### src/rtl/tx_rate_replicator.sv
module tx_rate_replicator #(
  parameter int DW = 32,
  parameter int CW = 10,
  parameter int BW = 2
) (
  input  logic          clk,
  input  logic          rst_n,
  input  logic          bypass,
  input  logic [2:0]    rate_cfg,
  input  logic [2:0]    an_rate,
  input  logic          s_valid,
  output logic          s_ready,
  input  logic [DW-1:0] s_data,
  input  logic          s_first,
  input  logic          s_last,
  input  logic [BW-1:0] s_bytes,
  input  logic [DW-1:0] s_pre,
  output logic          o_valid,
  output logic [DW-1:0] o_data,
  output logic          o_start,
  output logic          o_term,
  output logic [BW-1:0] o_bytes
);
  localparam logic [1:0] IDLE = 2'd0, PRE = 2'd1, DATA = 2'd2, WAIT = 2'd3;

  function automatic logic [CW-1:0] factor(input logic [2:0] code);
    case (code)
      3'd1:    factor = CW'(2);
      3'd2:    factor = CW'(4);
      3'd3:    factor = CW'(10);
      3'd4:    factor = CW'(100);
      3'd5:    factor = CW'(1000);
      default: factor = CW'(1);
    endcase
  endfunction

  logic [1:0]    phase;
  logic [CW-1:0] cnt, fac;
  logic [DW-1:0] pre_q, word_q;
  logic          last_q;
  logic [BW-1:0] bytes_q;

  wire [2:0] rate_sel   = bypass ? rate_cfg : an_rate;
  wire       at_end     = (cnt == fac - 1'b1);
  wire       frame_open = (phase == WAIT) || (phase == DATA && !last_q);
  wire       take       = s_valid && s_ready;

  assign s_ready = (phase == IDLE) || (phase == WAIT) || (phase == DATA && at_end);
  assign o_valid = (phase == PRE) || (phase == DATA);
  assign o_data  = (phase == PRE) ? pre_q : word_q;
  assign o_start = (phase == PRE) && (cnt == '0);
  assign o_term  = (phase == DATA) && last_q && at_end;
  assign o_bytes = o_term ? bytes_q : '0;

  always_ff @(posedge clk) begin
    if (!rst_n) begin
      phase   <= IDLE;
      cnt     <= '0;
      fac     <= CW'(1);
      pre_q   <= '0;
      word_q  <= '0;
      last_q  <= 1'b0;
      bytes_q <= '0;
    end else if (take && frame_open) begin
      word_q  <= s_data;
      last_q  <= s_last;
      bytes_q <= s_bytes;
      cnt     <= '0;
      phase   <= DATA;
    end else if (take && s_first) begin
      pre_q   <= s_pre;
      word_q  <= s_data;
      last_q  <= s_last;
      bytes_q <= s_bytes;
      fac     <= factor(rate_sel);
      cnt     <= '0;
      phase   <= PRE;
    end else if (take) begin
      cnt     <= '0;
      phase   <= IDLE;
    end else if (phase == PRE) begin
      if (at_end) begin
        cnt   <= '0;
        phase <= DATA;
      end else begin
        cnt   <= cnt + 1'b1;
      end
    end else if (phase == DATA) begin
      if (at_end) begin
        cnt   <= '0;
        phase <= last_q ? IDLE : WAIT;
      end else begin
        cnt   <= cnt + 1'b1;
      end
    end
  end
endmodule

### config.mk
export PLATFORM = sky130hd
export DESIGN_NAME = tx_rate_replicator
export DESIGN_NICKNAME = d
export VERILOG_FILES = /design/src/rtl/tx_rate_replicator.sv
export SDC_FILE = /design/constraint.sdc
export NUM_CORES = 1
export LEC_CHECK = 0
export ABC_AREA = 1
export CAP_MARGIN = 25
export CORE_ASPECT_RATIO = 1.2
export CORE_MARGIN = 5
export CORE_UTILIZATION = 53
export CTS_CLUSTER_SIZE = 14
export DETAILED_ROUTE_END_ITERATION = 8
export HOLD_SLACK_MARGIN = 0.06
export PLACE_DENSITY = 0.9
export RECOVER_POWER = 50
export SYNTH_ARGS = -nofsm -noshare
export SYNTH_HDL_FRONTEND = slang
export SYNTH_SLANG_ARGS = --single-unit
export TNS_END_PERCENT = 30
### constraint.sdc
create_clock -name clk -period 4.4 [get_ports clk]
set_input_delay 0.44 -clock clk [delete_from_list [all_inputs] [get_ports clk]]
set_output_delay 0.44 -clock clk [all_outputs]
set_load 0.01 [all_outputs]
==> flow_metrics.tcl <==
set metrics [dict create \
    min_to "word_q[3]$_SDFFE_PN0P_" \
    ctsHtreeMaxLevel 3 \
    slew_headroom_pct 25.9 \
    fp.dieArea_mm2 0.0104 \
    detailedRoute.firstPassIterationCount 5 \
    critPathLaunch "phase[1]$_SDFFE_PN0P_" \
    critical_path.cell_chain "inv_1 -> ha_1 -> inv_1 -> clkbuf_2 -> o21ai_0 -> clkdlybuf4s50_1" \
    post_synth_inst_count 746 \
    path_buf_inv 4 \
    initial_utilization_pct 54.9 \
    p_int_mw 1.81 \
    grt.total_usage_pct 23.0 \
    remaining_drc_errors 0 \
    ys_seq_area_share_pct 37.8 \
    wire_length_of_the_first_global_routing_pass_um 19600 \
    cp_top_family "buffers and inverters" \
    r2r-end "word_q[22]$_SDFFE_PN0P_" \
    slowest_stage "sky130_fd_sc_hd__clkbuf_2" \
    netSwitchingFraction_pct 41.1 \
    syn_avg_cell_area_um2 6.04 \
    filler_cell_count 689 \
    tritoncts.num_buffers 9 \
    ff2ff_path_depth 18 \
    areal_power_density_over_the_cells_mw_per_mm2 529 \
    ys.warnings.count 0 \
    antenna_left 0 \
    crit_path_max_fo 65 \
    period_share_pct 77.2 \
    worstHoldPathType "flip-flop to flip-flop" \
    io_buffers 115 \
    ys_ff_latch 85 \
    clk_pin_slew_worst_paths_ns 0.08 \
    clk-insertion-delay-late_ns 0.36 \
    cts_tree "done" \
    gr_busiest_metal "met2" \
    outcome "complete, no violations" \
    max_clock_freq_mhz 294 \
    power.share.sequential_pct 35.5 \
    drt_first_iter_violations 306 \
    ioPinCount 116 \
    rr_startpoint "fac[0]$_SDFFE_PN1P_" \
    final-max-slew-violation-count 0 \
    cell_depth_of_the_worst_min_delay_path 2 \
    synth_net_count 831 \
    n_antenna_cell 0 \
    worst_path_most_repeated_cell "sky130_fd_sc_hd__inv_1" \
    count_of_hold_buffers_inserted_by_post_cts_repair 0 \
    worstSetupEndpointType "output pin" \
    setup_viol_count_final 0 \
    cts_sinks 85 \
    grt_overflow 0 \
    power_leakage_nw 2.89 \
    cts_post_setup_buffers_inserted 0 \
    drt-wirelength-per-cell_um 12.3 \
    grt_setup_unrepaired "no" \
    share_comb_of_total_power_pct 48.5 \
    finalNonFillerCells 963 \
    globalplace.congestion 0.885 \
    clock_skews_ns 0.00900 \
    avgViaCountPerCell 4.85 \
    timing.hold.worst.start "word_q[3]$_SDFFE_PN0P_" \
    critPathArrivalTime_ns 2.96 \
    fraction_of_power_consumed_by_the_clock_network_pct 16.0 \
    cts-root-to-sink-buffers 2 \
    yosysUniqueCellTypes 29 \
    finalHoldViolations 0 \
    dp_cells 948 \
    tightest_slew_ns 1.11 \
    post_route_cells_drive_above_1_share_pct 3.42 \
    vias 4673 \
    grt_pass1_vias 4473 \
    routed_wirelength_um 11800 \
    rows 36 \
    fp.coreArea_mm2 0.00820 \
    met1_usage_pct 25.3 \
    ir_worst_vdd_v 0.000281 \
    maximum_number_of_pins_on_one_net_before_global_route_repair 77 \
    nets 930 \
    worst_path_largest_cell_delay_ns 0.62 \
    max-cap-violations 0 \
    setup.worst_path.class "flip-flop to output pin" \
    hpwl_um 8630 \
    r2r_slack_ns 1.16 \
    syn2layout_area_growth_pct 29.1 \
    crit_path_start_kind "flip-flop" \
    mappedNetlistArea_mm2 0.00450 \
    setup-tns-final_ns 0 \
    crit_required_ns 3.96 \
    power.net_switching_mw 1.26 \
    groute.layer.met3.usage_pct 5.36 \
    antenna_found_initial 0 \
    final.min_clock_period_ns 3.40 \
    cts_repair_resize_count 0 \
    ctsRootBufferMaster "sky130_fd_sc_hd__clkbuf_8" \
    die_width_um 94.1 \
    gr-usage-met2_pct 41.4 \
    die_h_um 111 \
]
cells in the mapped netlist, drive strengths merged:
library cell / n / area, um2
nor4: 5 / 31.3
nor3: 4 / 20.0
nand2: 239 / 915
or2: 1 / 6.26
xor2: 6 / 52.6
dfxtp: 85 / 1700
a21oi: 4 / 20.0
inv: 115 / 432
nand4: 7 / 58.8
o21ai: 41 / 205
nor2: 178 / 681
buf: 16 / 106
clkinv: 1 / 3.75
ha: 7 / 87.6
o221ai: 1 / 8.76
o211ai: 1 / 7.51
clkbuf: 15 / 56.3
nand3: 20 / 110
worst max path at each step:
stage,cells after the start,endpoint
after floorplan,14,o_bytes[0]
after global placement,16,fac[3]$_SDFFE_PN0P_
after detailed placement,18,word_q[15]$_SDFFE_PN0P_
after CTS,15,o_bytes[0]
after global routing,18,word_q[22]$_SDFFE_PN0P_
final,6,o_data[14]
power groups by stage:
| stage | Sequential (mW) | Combinational [mW] | Clock, mW |
|---|---|---|---|
| finish | 1.09 | 1.49 | 0.492 |
| CTS | 1.09 | 1.53 | 0.498 |
| floorplan | 1.08 | 1.02 | 0 |
| detailed placement | 1.11 | 1.51 | 0 |
| global placement | 1.09 | 1.48 | 0 |
| global route | 1.11 | 1.69 | 0.532 |
routing by layer:
metal	part of all wire (%)	wire length, um
met1	39	4550
met2	53	6230
met3	6.0	707
met4	2.7	313
met5	0	0
placed cells by master (no fill, tap or decap):
master / n
sky130_fd_sc_hd__buf_4: 3
sky130_fd_sc_hd__o211ai_1: 1
sky130_fd_sc_hd__ha_1: 7
sky130_fd_sc_hd__clkinv_1: 1
sky130_fd_sc_hd__nor2_1: 176
sky130_fd_sc_hd__nand3_1: 18
sky130_fd_sc_hd__o21ai_0: 39
sky130_fd_sc_hd__o21ai_1: 2
sky130_fd_sc_hd__nand3_2: 2
sky130_fd_sc_hd__nand4_4: 1
sky130_fd_sc_hd__dfxtp_1: 85
sky130_fd_sc_hd__clkbuf_1: 1
sky130_fd_sc_hd__clkbuf_8: 10
sky130_fd_sc_hd__inv_2: 1
sky130_fd_sc_hd__buf_2: 1
sky130_fd_sc_hd__xor2_1: 6
sky130_fd_sc_hd__nor4_1: 5
sky130_fd_sc_hd__nand2_2: 4
sky130_fd_sc_hd__or2_0: 1
sky130_fd_sc_hd__clkinv_2: 2
sky130_fd_sc_hd__nor3_1: 4
sky130_fd_sc_hd__nor2_4: 1
sky130_fd_sc_hd__clkinvlp_4: 2
sky130_fd_sc_hd__nand4_1: 6
sky130_fd_sc_hd__clkdlybuf4s50_1: 102
sky130_fd_sc_hd__o221ai_1: 1
sky130_fd_sc_hd__dlygate4sd3_1: 12
sky130_fd_sc_hd__inv_1: 114
sky130_fd_sc_hd__nand2_1: 235
sky130_fd_sc_hd__nor2_2: 1
sky130_fd_sc_hd__a21oi_1: 4
sky130_fd_sc_hd__clkbuf_2: 1
final cells by class:
type                            count  area (um2)  share of cell area [%]
Tap cell                          114         143                    2.45
Multi-Input combinational cell    514        2190                    37.7
Clock buffer                       11         141                    2.43
Clock inverter                      4        25.0                   0.430
Sequential cell                    85        1700                    29.3
Timing Repair Buffer              119        1170                    20.2
Inverter                          116         435                    7.49
sequential cells by signal, summed over array words and instances (netlist names):
| signal | cells |
|---|---|
| pre_q | 32 |
| word_q | 32 |
| cnt | 10 |
| fac | 6 |
| bytes_q | 2 |
| phase | 2 |
| last_q | 1 |
worst register-to-register path, delay by kind of cell, from the launching register on:
family | cells | cell delay, ns
simple gates | 14 | 1.84
buf+inv | 3 | 0.61
flops | 1 | 0.40
fa+ha+maj | 1 | 0.31
per-stage QoR:
step | power, mW | hold slack, ns | cell area [um2] | utilization, % | setup WS [ns]
floorplan | 2.10 | 0.455 | 4500 | - | 2.20
global placement | 2.57 | 0.462 | 5660 | 69.0 | 1.48
detailed placement | 2.61 | 0.472 | 5660 | 69.0 | 1.38
CTS | 3.12 | 0.488 | 5830 | 71.1 | 1.09
global route | 3.34 | 0.515 | 5810 | 70.9 | 0.801
finish | 3.07 | 0.486 | 5810 | 70.9 | 1.00
cell families (layout without fill, tap and decap cells):
family / after synthesis / in the layout / synth area share, %
AND/OR/NAND/NOR: 454 / 454 / 40.5
adder cells (fa/ha/maj): 7 / 7 / 1.94
buffers and inverters: 147 / 250 / 13.3
AO/OA/AOI/OAI: 47 / 47 / 5.36
flip-flops: 85 / 85 / 37.8
XOR/XNOR: 6 / 6 / 1.17
Note: power is estimated with default switching activity, not from simulation.
